===== src/rtl/irqbank_pkg.sv =====
package irqbank_pkg;
    localparam int ADDR_W = 3;

    typedef enum logic [ADDR_W-1:0] {
        RA_CTRL   = 3'd0,
        RA_CAUSE  = 3'd1,
        RA_MASKED = 3'd2,
        RA_SET    = 3'd3,
        RA_MASK   = 3'd4,
        RA_MSET   = 3'd5,
        RA_MCLR   = 3'd6,
        RA_RSVD   = 3'd7
    } reg_addr_e;
endpackage


===== src/rtl/irqbank_decode.sv =====
module irqbank_decode
    import irqbank_pkg::*;
#(
    parameter int WIDTH = 32
) (
    input  logic              wr,
    input  logic              rd,
    input  logic [ADDR_W-1:0] addr,
    input  logic [WIDTH-1:0]  wdata,
    input  logic [WIDTH-1:0]  ctl,
    input  logic [WIDTH-1:0]  mask,
    output logic              ctl_we,
    output logic [WIDTH-1:0]  cause_clr,
    output logic [WIDTH-1:0]  cause_set,
    output logic              mask_we,
    output logic              mask_set_we,
    output logic              mask_clr_we
);
    reg_addr_e    sel;
    logic [WIDTH-1:0] w1c_clr;
    logic [WIDTH-1:0] cor_clr;

    always_comb begin
        sel         = reg_addr_e'(addr);
        w1c_clr     = '0;
        cor_clr     = '0;
        cause_set   = '0;
        ctl_we      = 1'b0;
        mask_we     = 1'b0;
        mask_set_we = 1'b0;
        mask_clr_we = 1'b0;
        if (wr) begin
            unique case (sel)
                RA_CTRL:   ctl_we      = 1'b1;
                RA_CAUSE:  w1c_clr     = wdata & ~ctl;
                RA_MASKED: w1c_clr     = wdata & ~ctl & ~mask;
                RA_SET:    cause_set   = wdata;
                RA_MASK:   mask_we     = 1'b1;
                RA_MSET:   mask_set_we = 1'b1;
                RA_MCLR:   mask_clr_we = 1'b1;
                RA_RSVD:   ;
            endcase
        end
        if (rd) begin
            unique case (sel)
                RA_CAUSE:  cor_clr = ctl;
                RA_MASKED: cor_clr = ctl & ~mask;
                default:   cor_clr = '0;
            endcase
        end
        cause_clr = w1c_clr | cor_clr;
    end
endmodule


===== src/rtl/irqbank_cause.sv =====
module irqbank_cause #(
    parameter int WIDTH = 32
) (
    input  logic             clk,
    input  logic             rst_n,
    input  logic             ctl_we,
    input  logic [WIDTH-1:0] ctl_wd,
    input  logic [WIDTH-1:0] cause_clr,
    input  logic [WIDTH-1:0] cause_set,
    input  logic [WIDTH-1:0] events,
    output logic [WIDTH-1:0] ctl,
    output logic [WIDTH-1:0] cause
);
    always_ff @(posedge clk or negedge rst_n) begin
        if (!rst_n) begin
            ctl   <= '0;
            cause <= '0;
        end else begin
            if (ctl_we) ctl <= ctl_wd;
            cause <= (cause & ~cause_clr) | cause_set | events;
        end
    end

    p_event_wins_r10: assert property (@(posedge clk) disable iff (!rst_n)
        1'b1 |=> ((cause & $past(events)) == $past(events)));

    p_cleared_r4: assert property (@(posedge clk) disable iff (!rst_n)
        (cause_clr != '0) |=> ((cause & $past(cause_clr & ~events & ~cause_set)) == '0));

    p_sticky_r3: assert property (@(posedge clk) disable iff (!rst_n)
        (cause_clr == '0) |=> ((cause & $past(cause)) == $past(cause)));

    p_set_r8: assert property (@(posedge clk) disable iff (!rst_n)
        (cause_set != '0) |=> ((cause & $past(cause_set)) == $past(cause_set)));
endmodule


===== src/rtl/irqbank_mask.sv =====
module irqbank_mask #(
    parameter int WIDTH = 32
) (
    input  logic             clk,
    input  logic             rst_n,
    input  logic             mask_we,
    input  logic             mask_set_we,
    input  logic             mask_clr_we,
    input  logic [WIDTH-1:0] wd,
    output logic [WIDTH-1:0] mask
);
    always_ff @(posedge clk or negedge rst_n) begin
        if (!rst_n)           mask <= '1;
        else if (mask_we)     mask <= wd;
        else if (mask_set_we) mask <= mask | wd;
        else if (mask_clr_we) mask <= mask & ~wd;
    end

    p_mask_set_r9: assert property (@(posedge clk) disable iff (!rst_n)
        mask_set_we |=> ((mask & $past(wd)) == $past(wd)));

    p_mask_clr_r9: assert property (@(posedge clk) disable iff (!rst_n)
        mask_clr_we |=> ((mask & $past(wd)) == '0));

    p_mask_keep_r9: assert property (@(posedge clk) disable iff (!rst_n)
        (mask_set_we || mask_clr_we) |=> ((mask & ~$past(wd)) == ($past(mask) & ~$past(wd))));
endmodule


===== src/rtl/irqbank_top.sv =====
module irqbank_top
    import irqbank_pkg::*;
#(
    parameter int WIDTH = 32
) (
    input  logic              clk,
    input  logic              rst_n,
    input  logic              reg_wr,
    input  logic              reg_rd,
    input  logic [ADDR_W-1:0] reg_addr,
    input  logic [WIDTH-1:0]  reg_wdata,
    output logic [WIDTH-1:0]  reg_rdata,
    input  logic [WIDTH-1:0]  hw_events,
    output logic              irq_out
);
    logic [WIDTH-1:0] ctl, cause, mask, masked;
    logic [WIDTH-1:0] cause_clr, cause_set;
    logic             ctl_we, mask_we, mask_set_we, mask_clr_we;

    irqbank_decode #(.WIDTH(WIDTH)) u_decode (
        .wr(reg_wr), .rd(reg_rd), .addr(reg_addr), .wdata(reg_wdata),
        .ctl(ctl), .mask(mask), .ctl_we(ctl_we), .cause_clr(cause_clr),
        .cause_set(cause_set), .mask_we(mask_we), .mask_set_we(mask_set_we),
        .mask_clr_we(mask_clr_we)
    );

    irqbank_cause #(.WIDTH(WIDTH)) u_cause (
        .clk(clk), .rst_n(rst_n), .ctl_we(ctl_we), .ctl_wd(reg_wdata),
        .cause_clr(cause_clr), .cause_set(cause_set), .events(hw_events),
        .ctl(ctl), .cause(cause)
    );

    irqbank_mask #(.WIDTH(WIDTH)) u_mask (
        .clk(clk), .rst_n(rst_n), .mask_we(mask_we), .mask_set_we(mask_set_we),
        .mask_clr_we(mask_clr_we), .wd(reg_wdata), .mask(mask)
    );

    assign masked  = cause & ~mask;
    assign irq_out = |masked;

    always_comb begin
        unique case (reg_addr_e'(reg_addr))
            RA_CTRL:   reg_rdata = ctl;
            RA_CAUSE:  reg_rdata = cause;
            RA_MASKED: reg_rdata = masked;
            RA_MASK:   reg_rdata = mask;
            default:   reg_rdata = '0;
        endcase
    end

    p_all_masked_quiet_r11: assert property (@(posedge clk) disable iff (!rst_n)
        (mask == '1) |-> !irq_out);

    p_wo_reads_zero_r2: assert property (@(posedge clk) disable iff (!rst_n)
        (reg_addr == RA_SET || reg_addr == RA_MSET || reg_addr == RA_MCLR
         || reg_addr == RA_RSVD) |-> (reg_rdata == '0));

    p_cor_read_r5: assert property (@(posedge clk) disable iff (!rst_n)
        (reg_rd && !reg_wr && reg_addr == RA_CAUSE && hw_events == '0)
        |=> ((cause & $past(ctl)) == '0));
endmodule


===== config.mk =====
export PLATFORM = sky130hd
export DESIGN_NAME = irqbank_top
export DESIGN_NICKNAME = d
export VERILOG_FILES = /design/src/rtl/irqbank_pkg.sv /design/src/rtl/irqbank_decode.sv /design/src/rtl/irqbank_cause.sv /design/src/rtl/irqbank_mask.sv /design/src/rtl/irqbank_top.sv
export SDC_FILE = /design/constraint.sdc
export NUM_CORES = 1
export LEC_CHECK = 0
export ABC_AREA = 1
export CORE_MARGIN = 2
export CORE_UTILIZATION = 43
export DETAILED_ROUTE_END_ITERATION = 16
export DONT_BUFFER_PORTS = 1
export PLACE_DENSITY = 0.63
export RECOVER_POWER = 100
export SLEW_MARGIN = 20
export SYNTH_ARGS = -nofsm -noshare
export SYNTH_HDL_FRONTEND = slang
export SYNTH_SLANG_ARGS = --single-unit

===== constraint.sdc =====
create_clock -name clk -period 2.7 [get_ports clk]
set_input_delay 0.27 -clock clk [delete_from_list [all_inputs] [get_ports clk]]
set_output_delay 0.27 -clock clk [all_outputs]
set_load 0.05 [all_outputs]

; Word level (Yosys, flattened, before mapping)
; Cells that the tools add are included.
[word_totals]
ff_bits = 96
latchBits = 0
ram_bits = 0
rom_bits = 0
inputBits = 71
out_inout_bits = 33
word_cells = 44
n_memories = 0
[op_classes]
n_addsub = 0
n_mul = 0
n_div = 0
n_lt_le_gt_ge = 0
eq_ne = 6
n_shift = 0
muxes = 18
bitwise = 14
reduce_logical = 3
[ops]
columns = operator, count
row1 = $mux W32, 7
row2 = $and A32 B32 Y32, 6
row3 = $not A32 Y32, 4
row4 = $or A32 B32 Y32, 4
row5 = $pmux W32 S2, 2
row6 = $pmux W32 S4, 1
row7 = $reduce_or A32 Y1, 1
row8 = $eq A3 B3 Y1 const B, 3
row9 = $mux W1, 8
row10 = $eq A3 B2 Y1 const B, 2
row11 = $eq A3 B1 Y1 const B, 1
row12 = $logic_not A3 Y1, 1
row13 = $reduce_bool A3 Y1, 1

; Logic depth before layout (Yosys ltp)
[logic_depth]
ltp_word = 10
mapped_depth = 8
depth_no_buf = 7

; By module
; A second synthesis with hierarchy kept.
[unflattened]
cells_unflattened = 1161
area_unflattened_um2 = 7021.7
[by_module_without_submodules]
columns = mod, n_inst, cells_per_inst, area_each_um2, seq_area_each_um2
row1 = irqbank_cause, 1, 296, 2573.7, 1601.5
row2 = irqbank_mask, 1, 205, 1612.8, 840.8
row3 = irqbank_top, 1, 340, 1465.2, 0.0
row4 = irqbank_decode, 1, 320, 1370.1, 0.0

; Worst setup path after synthesis
; OpenSTA, ideal clock, no wires.
[synth_path]
path_kind = input -> output
start = input port reg_addr[0]
end = output port reg_rdata[10]
arrival_ps = 1432
required_time_ps = 2430
setup_slack_ps = 998
cell_stages = 5
n_path_buf = 2
cell_sequence = buf_2 > nor3_4 > clkbuf_1 > nand2_1 > nand4_1
[synth_via]
elab_chain_len = 2
elab_cells_between_ends = 5
[synth_rtl]
columns = item, line
row1 = from (decl), irqbank_top.sv:10  ; input logic [ADDR_W-1:0] reg_addr,
row2 = $eq A3 B3 Y1 (tied with other cells), irqbank_top.sv:42  ; unique case (reg_addr_e'(reg_addr))
row3 = $pmux W32 S4 *, irqbank_top.sv:42
row4 = to (decl), irqbank_top.sv:12  ; output logic [WIDTH-1:0] reg_rdata,
; Mark *: on every way between the ends. The rest lies on a longest branch, timed or not.

; Final worst setup path
[layout_path]
start = input port reg_addr[2]
end = output port reg_rdata[30]
; Same word-level chain as after synthesis.

==> metrics.md <==
| Metric | Value |
|---|---|
| Status | finished clean |
| Register area | 2440 um2 |
| Fmax | 448 MHz |
| P_sw | 1450 uW |
| Seq/Total Area, Yosys | 40.6% |
| Non-Filler Instances | 1062 |
| Layout cells sized above 1 | 6.12% |
| PwrDens | 665 nW/um2 |
| # resized after CTS | 0 |
| P_int | 2850 uW |
| Yosys cell types | 21 |
| Initial antenna violation count | 0 |
| Lkg Pwr | 0.00297 uW |
| Global-route wire length before repair | 29800 um |
| Crit path capture type | output pin |
| Worst slew margin | 7.73% |
| Pre-CTS setup slack | 902 ps |
| Die height | 122 um |
| DR pass1 iterations | 5 |
| Ordered cell list for the critical path | nor2_1 > clkbuf_1 > nand3_1 > nand4_1 > clkbuf_1 |
| Placed cell count | 1044 |
| Post-Syn Nets | 972 |
| IO buf count | 0 |
| Mapped Cells | 901 |
| Yosys Warn Count | 0 |
| Rows | 43 |
| Inserted Clock Buffers | 9 |
| WL per Instance | 18.0 um |
| Max IR drop VDD | 0.326 mV |
| Crit path setup slack, layout | 466 ps |
| ANT nets after route | 0 |
| Slowest stage delay, CP | 730 ps |
| Vias in the first global route | 5594 |
| Die area | 14900 um2 |
| CP Data Required Time | 2430 ps |
| Endpoints failing hold | 0 |
| Slew @ Worst Pin | 1380 ps |
| Clk_lat worst skew | 350 ps |
| Clock power share | 33.9% |
| # Max-Cap Violations | 0 |
| Seq pwr share | 44.9% |
| Fin crit share | 82.8% |
| Fill count | 1453 |
| RSZ-0062 raised after global routing | false |
| Most frequent cells in the layout | nand2_1, o21ai_0, nand3_1, inv_1, dfrtp_1 |
| Startpoint Class | primary input |
| Worst-case clock buffer depth | 2 |
| Drt total wl | 19100 um |
| Combinational cell fraction of total power | 21.2% |
| # diodes | 0 |
| Post-layout min period | 2230 ps |
| Final nets | 948 |
| Commonest non-fill, non-tap cell in the layout | nand2_1 |
| # DRC | 0 |
| Multi-input logic area | 3060 um2 |
| Setup CP Type | primary input to output pin |
| CTS tree | yes |
| Final setup vio count | 0 |
| Initial DRC count | 391 |
| Die Wd | 122 um |
| Max FO, Critical Path | 38 |
| Clock Pin Slew Worst Setup and Hold Paths | 70 ps |
| Initial Utilization | 43.6% |
| Pins over their slew limit | 0 |
| Switch share | 33.6% |
| Total Neg Setup Slack | 0 ps |
| Dpl cell area | 6170 um2 |
| Synthesized area | 6010 um2 |
| Avg Cell Area, Syn | 6.67 um2 |
| Min-Delay Path Class | primary input to flip-flop |
| Core area | 13800 um2 |
| Finished Cell Area | 6460 um2 |
| Post-DR vias/cell | 5.66 |
| Worst path slowest cell | clkbuf_1 |
| Gr usage total | 26.1% |
| Clk_skew | 8.48 ps |
| Largest net degree at the start of global routing | 97 |
| Vias | 6014 |
| Flops & latches, synth | 96 |
| Overflow after GRT | 0 |
| RD Place Congestion | 0.813 |
| HPWL Detailed | 12200 um |
| Synth-to-layout area growth | 7.52% |
| Clock Tree Root | clkbuf_16 |
| Crit path DAT | 1960 ps |
| CTS Sinks | 96 |
| Num ports | 104 |
| H-tree Lvls | 3 |
| Worst path most repeated cell | clkbuf_1 |
-- cells in the mapped netlist (all sizes together) --
cell type,count,area [um2]
nand2,376,1410
o21ai,130,651
nand3,65,325
dfrtp,64,1600
inv,64,240
nand4,62,388
a31oi,32,200
dfstp,32,841
buf,30,145
clkbuf,28,105
nor2,14,62.6
a21oi,1,5.00
nand3b,1,7.51
nor3,1,16.3
or2,1,6.26
-- path summary, 6_finish.rpt --
| check | from | endpoint | slack (ps) | depth (start not counted) |
|---|---|---|---|---|
| min in group asynchronous | rst_n | u_cause.ctl[30]$_DFFE_PN0P_ | 790 | 2 |
| max reg2reg | flip-flop | u_cause.cause[5]$_DFF_PN0_ | 1750 | 4 |
| min | hw_events[22] | u_cause.cause[22]$_DFF_PN0_ | 10 | 2 |
| min reg2reg | flip-flop | flip-flop | 490 | 2 |
| max in group asynchronous | rst_n | u_cause.ctl[3]$_DFFE_PN0P_ | 1010 | 2 |
| max | reg_addr[2] | reg_rdata[30] | 470 | 5 |
-- layer usage --
metal | vias to the layer above | wire, um | GRT usage [%]
met3 | 35 | 1460 | 5.62
li1 | 2943 | - | -
met2 | 228 | 8910 | 41.9
met4 | 0 | 552 | 10.8
met5 | - | 0 | 0
met1 | 2808 | 8180 | 34.0
-- kinds of logic after synthesis --
| kind of cell | Yosys count | synth area share, % |
|---|---|---|
| AO/OA/AOI/OAI | 163 | 14.2 |
| flip-flops | 96 | 40.6 |
| AND/OR/NAND/NOR | 520 | 36.9 |
| buffers and inverters | 122 | 8.16 |
-- power by group through the flow --
| stage | Sequential (uW) | Clock [uW] | Combinational [uW] |
|---|---|---|---|
| finish | 1930 | 1460 | 912 |
| global route | 1960 | 1530 | 1030 |
| CTS | 1940 | 1470 | 956 |
| detailed placement | 1960 | 0 | 917 |
| global placement | 1960 | 0 | 899 |
| floorplan | 1890 | 0 | 810 |
-- layout make-up --
| type | count | share of cell area (%) |
|---|---|---|
| Clock buffer | 14 | 4.24 |
| Clock inverter | 2 | 0.930 |
| Inverter | 64 | 3.72 |
| Multi-Input combinational cell | 683 | 47.4 |
| Sequential cell | 96 | 37.8 |
| Tap cell | 180 | 3.49 |
| Timing Repair Buffer | 23 | 2.38 |
-- per-stage QoR --
stage          total power, uW  utilization, %  hold WS, ps
6_report                  4300            46.9         13.2
5_1_grt                   4520            46.9         17.9
4_1_cts                   4360            47.5         7.92
3_5_place_dp              2880            44.8        -19.3
3_3_place_gp              2860            44.8        -21.8
2_1_floorplan             2700               -        -25.6
-- critical path, delay by kind of cell --
family / cells / cell delay [ps]
simple gates: 3 / 470
buf+inv: 2 / 1220
-- repair_timing --
action / CTS / global route
hold endpoints to repair: 96 / 0
buffers inserted: 0 / 0
hold buffers: 2 / 0
No activity file was read; power rests on OpenSTA's default activity.
